## src/rtl/ovl_sel_pkg.sv

```systemverilog
package ovl_sel_pkg;

    localparam int NIB_W      = 4;
    localparam int CODE_W     = 3;
    localparam int OVL_OFFSET = 16;

    typedef enum logic [1:0] {
        SRC_PRIMARY  = 2'b00,
        SRC_OVERLAY  = 2'b01,
        SRC_UNDERLAY = 2'b10
    } src_e;

    typedef struct packed {
        logic              valid;
        logic              split;
        logic [NIB_W-1:0]  nib;
    } pix_ctl_t;

    // Top nibble bit marks an overlay colour in split mode
    function automatic logic nib_is_overlay(input logic [NIB_W-1:0] n);
        return n[NIB_W-1];
    endfunction

    function automatic logic [CODE_W-1:0] nib_code(input logic [NIB_W-1:0] n);
        return n[CODE_W-1:0];
    endfunction

endpackage

```

## src/rtl/ovl_sel_classify.sv

```systemverilog
module ovl_sel_classify
    import ovl_sel_pkg::*;
(
    input  logic             split_mode,
    input  logic [NIB_W-1:0] nib,
    input  logic             pix_zero,
    output src_e             src
);
    logic nib_zero;

    assign nib_zero = (nib == '0);

    always_comb begin
        if (!split_mode) begin
            src = nib_zero ? SRC_PRIMARY : SRC_OVERLAY;
        end else if (nib_is_overlay(nib)) begin
            src = SRC_OVERLAY;
        end else if (pix_zero) begin
            src = SRC_UNDERLAY;
        end else begin
            src = SRC_PRIMARY;
        end
    end
endmodule

```

## src/rtl/ovl_sel_indexmap.sv

```systemverilog
module ovl_sel_indexmap
    import ovl_sel_pkg::*;
#(
    parameter int PIX_W = 8,
    localparam int IDX_W = PIX_W + 1
)(
    input  src_e             src,
    input  logic [NIB_W-1:0] nib,
    input  logic [PIX_W-1:0] pix,
    output logic [IDX_W-1:0] idx
);
    localparam int PAD_OVL = PIX_W - 1 - NIB_W;
    localparam int PAD_UND = PIX_W - CODE_W;

    logic [IDX_W-1:0] ovl_idx;
    logic [IDX_W-1:0] und_idx;
    logic [IDX_W-1:0] pri_idx;

    // Reserved region sits above the primary range
    assign ovl_idx = {1'b1, {PAD_OVL{1'b0}}, 1'b1, nib};
    assign und_idx = {1'b1, {PAD_UND{1'b0}}, nib_code(nib)};
    assign pri_idx = {1'b0, pix};

    always_comb begin
        unique case (src)
            SRC_OVERLAY:  idx = ovl_idx;
            SRC_UNDERLAY: idx = und_idx;
            default:      idx = pri_idx;
        endcase
    end
endmodule

```

## src/rtl/ovl_sel_stage.sv

```systemverilog
module ovl_sel_stage
    import ovl_sel_pkg::*;
#(
    parameter int IDX_W = 9
)(
    input  logic             clk,
    input  logic             rst,
    input  logic             d_valid,
    input  src_e             d_src,
    input  logic [IDX_W-1:0] d_idx,
    output logic             q_valid,
    output src_e             q_src,
    output logic [IDX_W-1:0] q_idx
);
    always_ff @(posedge clk) begin
        if (rst) begin
            q_valid <= 1'b0;
            q_src   <= SRC_PRIMARY;
            q_idx   <= '0;
        end else begin
            q_valid <= d_valid;
            if (d_valid) begin
                q_src <= d_src;
                q_idx <= d_idx;
            end
        end
    end
endmodule

```

## src/rtl/ovl_underlay_sel.sv

```systemverilog
module ovl_underlay_sel
    import ovl_sel_pkg::*;
#(
    parameter int PIX_W = 8,
    localparam int IDX_W = PIX_W + 1
)(
    input  logic             clk,
    input  logic             rst,
    input  logic             in_valid,
    input  logic             split_mode,
    input  logic [3:0]       ovl,
    input  logic [PIX_W-1:0] pix,
    output logic             out_valid,
    output logic [PIX_W:0]   out_index,
    output logic [1:0]       out_src
);
    pix_ctl_t         ctl;
    src_e             dec_src;
    logic [IDX_W-1:0] dec_idx;
    src_e             reg_src;

    assign ctl = '{valid: in_valid, split: split_mode, nib: ovl};

    ovl_sel_classify u_classify (
        .split_mode (ctl.split),
        .nib        (ctl.nib),
        .pix_zero   (pix == '0),
        .src        (dec_src)
    );

    ovl_sel_indexmap #(.PIX_W(PIX_W)) u_map (
        .src (dec_src),
        .nib (ctl.nib),
        .pix (pix),
        .idx (dec_idx)
    );

    ovl_sel_stage #(.IDX_W(IDX_W)) u_stage (
        .clk     (clk),
        .rst     (rst),
        .d_valid (ctl.valid),
        .d_src   (dec_src),
        .d_idx   (dec_idx),
        .q_valid (out_valid),
        .q_src   (reg_src),
        .q_idx   (out_index)
    );

    assign out_src = reg_src;
endmodule

```

## config.mk

```make
export PLATFORM = sky130hd
export DESIGN_NAME = ovl_underlay_sel
export DESIGN_NICKNAME = d
export VERILOG_FILES = /design/src/rtl/ovl_sel_pkg.sv /design/src/rtl/ovl_sel_classify.sv /design/src/rtl/ovl_sel_indexmap.sv /design/src/rtl/ovl_sel_stage.sv /design/src/rtl/ovl_underlay_sel.sv
export SDC_FILE = /design/constraint.sdc
export NUM_CORES = 1
export LEC_CHECK = 0
export ABC_AREA = 1
export BUFFER_PORTS_ARGS = -buffer_cell sky130_fd_sc_hd__buf_2
export CORE_MARGIN = 8
export CORE_UTILIZATION = 42
export DETAILED_ROUTE_END_ITERATION = 12
export PLACE_DENSITY = 0.75
export SETUP_SLACK_MARGIN = 0.1
export SLEW_MARGIN = 10
export SYNTH_ARGS = -nofsm -noshare
export SYNTH_HDL_FRONTEND = slang
export SYNTH_SLANG_ARGS = --single-unit
```

## constraint.sdc

```tcl
create_clock -name clk -period 1.53 [get_ports clk]
set_clock_uncertainty 0.2 [all_clocks]
set_input_delay 0.459 -clock clk [delete_from_list [all_inputs] [get_ports clk]]
set_output_delay 0.459 -clock clk [all_outputs]
set_load 0.01 [all_outputs]
```

[Word level (Yosys, flattened, before mapping)]
Index checks and enable logic that the tools add are counted.
Word-level totals
  register bits after elaboration: 12
  input bits: 16
  output and inout bits: 12
  logic and storage cells: 12
Operators by class
  eq/ne operators: 2
  multiplexer cells: 5
  reductions and logical operators: 2
Operator list (number)
  9-bit case mux with 2 select lines: 1
  8-bit logical NOT: 1
  2-bit 2-to-1 mux: 3
  4-bit logical NOT: 1
  2-bit by 1-bit equality test with 1-bit output (second input constant): 1
  2-bit equality test (second input constant): 1
  1-bit 2-to-1 mux: 1

[Longest topological paths before layout]
Gate-level depths: netlist of the first run.
  depth after elaboration: 6
  depth in mapped cells: 9
  gate-level depth less buffers: 9

[Cells and area by module]
A second synthesis of the first run with hierarchy kept.
Second synthesis, totals
  cells, all modules: 123
  area, all modules: 718.2 sq um
By module, submodules not included
  ovl_sel_stage: instances 1, cells an instance 73, area each 485.5 sq um, sequential area each 240.2 sq um
  ovl_sel_indexmap: instances 1, cells an instance 37, area each 178.9 sq um, sequential area each 0.0 sq um
  ovl_sel_classify: instances 1, cells an instance 6, area each 27.5 sq um, sequential area each 0.0 sq um
  ovl_underlay_sel: instances 1, cells an instance 7, area each 26.3 sq um, sequential area each 0.0 sq um

[Least setup slack after synthesis of the first run]
No wires, ideal clock.
  kind: input to register
  start: in pix[4]
  end: reg u_stage.q_idx[2]
  setup time: 0.117 ns
  data arrival time: 1.080 ns
  required time: 1.213 ns
  path slack: 0.133 ns
  stages: 9
  buffers on the path: 1
  cell sequence: nor2_1 -> nand2_1 -> nor2_2 -> nand2_2 -> buf_6 -> nand3_1 -> nand2_1 -> nor2_1 -> nor2_1
Between the ends
  longest elaborated chain between the ends: 6
  elaborated cells on any way between the ends: 7
  classes of those cells: 2 x eq/ne; 4 x mux; 1 x reduce/logical
RTL lines
  start, declared: line ovl_underlay_sel.sv:12  | input logic [PIX_W-1:0] pix,
  8-bit logical NOT *: line ovl_underlay_sel.sv:27  | .pix_zero (pix == '0),
  2-bit 2-to-1 mux *: line ovl_sel_classify.sv:18  | end else if (pix_zero) begin
  2-bit 2-to-1 mux *: line ovl_sel_classify.sv:16  | end else if (nib_is_overlay(nib)) begin
  2-bit 2-to-1 mux *: line ovl_sel_classify.sv:14  | if (!split_mode) begin
  2-bit equality test or 2-bit by 1-bit equality test with 1-bit output (tied branches): line ovl_sel_indexmap.sv:25  | unique case (src)
  9-bit case mux with 2 select lines *: line ovl_sel_indexmap.sv:25
  end signal, assigned: line ovl_sel_stage.sv:24  | q_idx <= d_idx;
  end, declared: line ovl_sel_stage.sv:13  | output logic [IDX_W-1:0] q_idx
Every way passes the cells marked *; elsewhere a longest branch is shown, timed or not.
A chain may end at the register's enable or synchronous reset.

[Worst setup path after layout of the first run]
  start: reg u_stage.q_idx[3]
  end: out out_index[3]
RTL lines
  end, declared: line ovl_underlay_sel.sv:14  | output logic [PIX_W:0] out_index,
No word-level cell between the ends.

==> results of run 1 <==
==> power breakdown <==
part           leakage [uW]  internal [uW]  total, uW  switching (uW)
clock             0.0000210            145        247             103
sequential         0.000101            333        343            9.37
combinational      0.000287           58.1        126            67.9
==> state kept, by name (all words and copies together) (netlist names) <==
signal / flops
u_stage.q_idx: 9
u_stage.q_src: 2
u_stage.q_valid: 1
==> kinds of logic (layout without fill, tap and decap cells) <==
kind of cell,after synthesis,count (layout),synth area share [%]
compound gates,15,15,15.10
buf+inv,9,43,8.007
flops,12,12,43.94
simple gates,40,40,32.95
==> cell usage in the layout, fill, tap and decap left out, types with 2 or more instances in the layout <==
cell,instances
a21oi_2,2
nor2_1,14
clkbuf_4,3
dfxtp_1,6
buf_2,25
nand3_1,8
nand2_1,12
a21oi_1,6
inv_1,5
nand2_2,3
dfxtp_2,6
o21ai_0,6
buf_4,5
buf_6,2
==> worst max path at each step <==
| stage | from | end | depth (start not counted) |
|---|---|---|---|
| 6_report | u_stage.q_idx[3]$_SDFFE_PP0P_ | out_index[3] | 1 |
| 5_1_grt | ovl[3] | u_stage.q_idx[7]$_SDFFE_PP0P_ | 8 |
| 4_1_cts | u_stage.q_idx[2]$_SDFFE_PP0P_ | out_index[2] | 1 |
| 3_5_place_dp | pix[2] | u_stage.q_idx[1]$_SDFFE_PP0P_ | 9 |
| 3_3_place_gp | pix[2] | u_stage.q_idx[1]$_SDFFE_PP0P_ | 9 |
| 2_1_floorplan | pix[4] | u_stage.q_idx[2]$_SDFFE_PP0P_ | 9 |
==> cell type report <==
class                      instances  area (um2)
clock buffer                       4       36.28
inverter                           7       27.53
multi-input combinational         55       262.8
timing repair buffer              32       185.2
tap                               15       18.77
sequential                        12       247.7
fill                             115       474.2
==> routing by layer <==
layer	part of all wire [%]	vias to the layer above
li1	-	312
met1	40	261
met2	48	21
met3	11	2
met4	0.67	0
met5	0	-
==> metrics by stage <==
step	TNS, ns	total power, uW	utilization [%]
6_report	0	715.9	62.14
5_1_grt	0	760.5	62.14
4_1_cts	0	716.5	60.54
3_5_place_dp	-0.2326	469.1	57.64
3_3_place_gp	-0.08610	466.7	57.64
2_1_floorplan	0	406.6	-
==> run_results.csv, run 1 <==
group,metric,value,unit
worst_setup_path,worstPathRequired,0.87,ns
yosys,synth_edf_count,0,
worst_setup_path,reg2reg_depth,2,
clock_network,htreeDepth,1,
clock_network,cts_tree,"built",
power_and_ir_drop,ir_worst_vdd,0.6063,mV
job,maxCapViolCount,0,
drt,viasPerCell,4.768,
global_routing,grt-ovfl-total,0,
yosys,yosys_warnings,0,
yosys,synth.avg_cell_area,7.194,um2
floorplanning,floorplan.initialDensity,43.66,%
timing,fin_hold_ws,0.2046,ns
yosys,async_reset_ff_share,0,%
drt,final_antenna_net_count,0,
floorplanning,boundaryPins,28,
timing,min_period,1.387,ns
global_routing,met1_usage,12.40,%
final_layout,fin_area,778.2,um2
placement,gp_congestion,0.8456,
yosys,synth_cell_type_count,17,
drt,wl_per_cell,12.01,um
global_routing,grt_max_degree,13,
placement,dp_cells,121,
timing,worst_pin_slew,0.2240,ns
timing,final-hold-violation-count,0,
clock_network,clk_pin_slew_worst_paths,0.07,ns
worst_setup_path,slowest_delay,0.33,ns
placement,port_buffers,27,
final_layout,finalNetCount,127,
worst_setup_path,rrSetupSlack,0.66,ns
clock_network,clockRootBuffer,"clkbuf_4",
yosys,ys.flop_type,"dfxtp_1",
final_layout,n_antenna_cell,0,
run_status,status,"finished, final reports clean",
worst_setup_path,critPathArrivalTime,0.73,ns
clock_network,cts.sinks,12,
worst_setup_path,path_cells,"buf_2",
clock_network,clk_latency,0.27,ns
power_and_ir_drop,power_per_cell_area,919.9,nW/um2
clock_network,numCtsBuffers,3,
timing,final_max_slew_viol_count,0,
placement,hpwlAfterDp,1.180,mm
worst_hold_path,hold_path_class,"input port to register",
worst_setup_path,path_delay_family,"flip-flops",
worst_hold_path,worstHoldStart,"rst",
placement,postPlaceCellArea,721.9,um2
placement,post-place-ws,-0.08365,ns
yosys,synth_area_leader_cell,"dfxtp_1",
yosys,synth_fp_nets,92,
yosys,yosys-top-cells-area,"dfxtp_1, nor2_1, nand2_1",
worst_setup_path,path_max_fanout,2,
timing,maxSlewHeadroom,85.06,%
global_routing,grt_pass1_vias,534,
yosys,synthTopCellsByCount,"nor2_1, dfxtp_1, nand2_1",
worst_setup_path,cpMaxStageDelayCell,"dfxtp_1",
yosys,synth_cells,76,
yosys,synth.most_common_cell,"nor2_1",
worst_setup_path,path_buf_inv,1,
worst_hold_path,worstHoldPathCells,2,
floorplanning,die-area,2712,um2
global_routing,use_met2,17.60,%
drt,firstDrtPassIters,4,
global_routing,grt-busiest-layer,"met2",
clock_network,cts_resized,0,
global_routing,met3_usage,7.692,%
timing,setup_viol,0,
yosys,synth_area,546.8,um2
global_routing,grt_pass1_wl,2.373,mm
timing,setup_slack,0.1428,ns
worst_setup_path,worstSetupPathType,"register to output port",
worst_setup_path,r2r_end,"u_stage.q_idx[1]$_SDFFE_PP0P_",
clock_network,post_cts_buffers,0,
timing,max_freq,720.9,MHz
drt,via_count,596,
timing,fin_crit_sh,90.66,%
worst_hold_path,min_to,"u_stage.q_idx[7]$_SDFFE_PP0P_",
global_routing,grt_usage,11.33,%
drt,wirelength,1.501,mm
worst_setup_path,rr_startpoint,"u_stage.q_idx[1]$_SDFFE_PP0P_",
worst_setup_path,setup.worst_path.start_class,"register",
timing,rsz0062_at_grt,"false",
final_layout,fin_cells,125,
clock_network,cts-hold-fix-buffers,0,
global_routing,antenna_found_initial,0,
final_layout,drive_gt1_share,46.36,%
floorplanning,coreArea,1252,um2
yosys,yosysSeqAreaShare,43.94,%
drt,drc,0,
worst_setup_path,crit_path_end_kind,"output port",
drt,drtIter0Drc,10,
yosys,synth_seq_cells,12,
final_layout,syn_to_final_growth,42.33,%
floorplanning,fp-row-count,13,
clock_network,clock_path_buffers,2,
floorplanning,die_h,52.08,um
floorplanning,die_width,52.08,um
power_and_ir_drop,power.leakage,0.0004089,uW
yosys,synth_top_cell_area_share,43.94,%
(Power assumes the default switching activity.)
==> inputs of run 2 (changes only) <==
--- a/config.mk
+++ b/config.mk
@@ -11,6 +11,7 @@
 export CORE_UTILIZATION = 42
 export DETAILED_ROUTE_END_ITERATION = 12
 export PLACE_DENSITY = 0.75
+export RECOVER_POWER = 100
 export SETUP_SLACK_MARGIN = 0.1
 export SLEW_MARGIN = 10
 export SYNTH_ARGS = -nofsm -noshare
==> run 2 against run 1 <==
- die area is the same
- fmax shrank 2.2%
- non-clock buffer count is the same
- via count grew 0.17%
- critical path type unchanged
- largest cell class unchanged
==> run_results.csv, run 2 (synthesis results as in run 1) <==
group,metric,value,unit
run_status,status,"finished, final reports clean",
timing,final-hold-violation-count,0,
drt,wirelength,1.500,mm
clock_network,clockRootBuffer,"clkbuf_4",
worst_setup_path,path_cells,"clkbuf_1",
floorplanning,coreArea,1252,um2
clock_network,clk_pin_slew_worst_paths,0.07,ns
clock_network,cts_tree,"built",
floorplanning,die_width,52.08,um
global_routing,grt-ovfl-total,0,
clock_network,cts-hold-fix-buffers,0,
drt,via_count,597,
job,maxCapViolCount,0,
worst_hold_path,worstHoldPathCells,2,
clock_network,cts.sinks,12,
worst_setup_path,worstPathRequired,0.87,ns
final_layout,final_common_cell,"buf_2",
final_layout,finalNetCount,127,
placement,dp_cells,121,
power_and_ir_drop,power_per_cell_area,939.6,nW/um2
power_and_ir_drop,pwr-share-clk,35.1,%
drt,firstDrtPassIters,4,
global_routing,antenna_found_initial,0,
global_routing,grt_max_degree,13,
final_layout,reg.largest.list,"u_stage.q_idx: 9 flops, u_stage.q_src: 2 flops, u_stage.q_valid: 1 flops",
clock_network,clk_latency,0.27,ns
final_layout,n_antenna_cell,0,
worst_setup_path,rr_startpoint,"u_stage.q_idx[1]$_SDFFE_PP0P_",
global_routing,grt_pass1_wl,2.373,mm
worst_hold_path,hold_path_class,"input port to register",
power_and_ir_drop,pwr-share-comb,16.7,%
final_layout,fin_cells,125,
worst_setup_path,reg2reg_depth,2,
worst_setup_path,path_delay_family,"flip-flops",
placement,gp_congestion,0.8456,
clock_network,clock_path_buffers,2,
worst_setup_path,cpMaxStageDelayCell,"dfxtp_1",
floorplanning,floorplan.initialDensity,43.66,%
worst_setup_path,crit_path_end_kind,"output port",
timing,fin_crit_sh,92.71,%
worst_setup_path,worstSetupPathType,"register to output port",
worst_setup_path,r2r_end,"u_stage.q_idx[1]$_SDFFE_PP0P_",
worst_setup_path,slowest_delay,0.33,ns
worst_setup_path,setup.worst_path.start_class,"register",
timing,worst_pin_slew,0.5061,ns
worst_hold_path,worstHoldStart,"rst",
floorplanning,die_h,52.08,um
final_layout,largest_reg_flops,9,
floorplanning,fp-row-count,13,
power_and_ir_drop,internal-power,528.0,uW
timing,setup_viol,0,
timing,max_freq,705.0,MHz
drt,viasPerCell,4.776,
floorplanning,die-area,2712,um2
timing,min_period,1.418,ns
final_layout,regMostFlops,"u_stage.q_idx",
worst_hold_path,min_to,"u_stage.q_idx[7]$_SDFFE_PP0P_",
power_and_ir_drop,ir_worst_vdd,0.6143,mV
power_and_ir_drop,power.leakage,0.0003685,uW
drt,final_antenna_net_count,0,
placement,hpwlAfterDp,1.180,mm
placement,port_buffers,27,
worst_setup_path,rrSetupSlack,0.66,ns
floorplanning,boundaryPins,28,
power_and_ir_drop,p_switching,180.9,uW
global_routing,grt_pass1_vias,534,
worst_setup_path,path_max_fanout,2,
power_and_ir_drop,p_seq_share,48.2,%
drt,drtIter0Drc,9,
clock_network,numCtsBuffers,3,
power_and_ir_drop,swShare,25.51,%
final_layout,syn_to_final_growth,37.99,%
drt,wl_per_cell,12.00,um
drt,drc,0,
timing,maxSlewHeadroom,66.26,%
final_layout,fin_util,60.24,%
timing,rsz0062_at_grt,"false",
worst_setup_path,critPathArrivalTime,0.76,ns
final_layout,drive_gt1_share,32.73,%
worst_setup_path,path_buf_inv,1,
global_routing,grt_usage,11.33,%
clock_network,htreeDepth,1,
power_and_ir_drop,finalPower,708.9,uW
final_layout,mostFrequentLayoutCells,"buf_2, nor2_1, nand2_1, clkbuf_1, dfxtp_1",
timing,final_max_slew_viol_count,0,
[run 2: repair_timing]
action / CTS / global route
setup buffers: 0 / 0
endpoints found under the setup margin: 0 / 7
gates resized for setup: 0 / 8
[run 2: power by group through the flow]
stage | Sequential, uW | Clock [uW] | Combinational [uW]
after floorplan | 356 | 0 | 50.6
after global placement | 346 | 0 | 121
after detailed placement | 347 | 0 | 122
after CTS | 340 | 253 | 123
after global routing | 343 | 274 | 134
final | 342 | 249 | 118
[run 2: worst max path at each step]
stage	startpoint	end	depth (start not counted)
2_1_floorplan	pix[4]	u_stage.q_idx[2]$_SDFFE_PP0P_	9
4_1_cts	u_stage.q_idx[2]$_SDFFE_PP0P_	out_index[2]	1
5_1_grt	u_stage.q_idx[0]$_SDFFE_PP0P_	out_index[0]	1
6_report	u_stage.q_idx[0]$_SDFFE_PP0P_	out_index[0]	1
3_5_place_dp	pix[2]	u_stage.q_idx[1]$_SDFFE_PP0P_	9
3_3_place_gp	pix[2]	u_stage.q_idx[1]$_SDFFE_PP0P_	9
[run 2: area by class of cell]
class / instances / area [um2]
timing repair buffer: 32 / 165.2
fill: 123 / 498.0
inverter: 7 / 27.53
multi-input combinational: 55 / 262.8
sequential: 12 / 244.0
tap: 15 / 18.77
clock buffer: 4 / 36.28
[run 2: layer usage]
metal / routed length, um / vias to the layer above / global-route usage (%)
met1: 621 / 265 / 12.40
met4: 10 / 0 / 2.655
li1: - / 311 / -
met3: 154 / 2 / 7.692
met2: 713 / 19 / 17.60
met5: 0 / - / 0
[run 2: through the flow]
stage / setup WS (ns) / setup TNS [ns] / instance area [um2] / hold WS (ns)
after CTS: 0.1087 / 0 / 758.2 / 0.2027
after detailed placement: -0.08365 / -0.2326 / 721.9 / 0.2592
after global routing: 0.05624 / 0 / 754.5 / 0.2122
final: 0.1116 / 0 / 754.5 / 0.2043
after floorplan: 0.1328 / 0 / 546.8 / 0.2812
after global placement: -0.06724 / -0.08610 / 721.9 / 0.2515
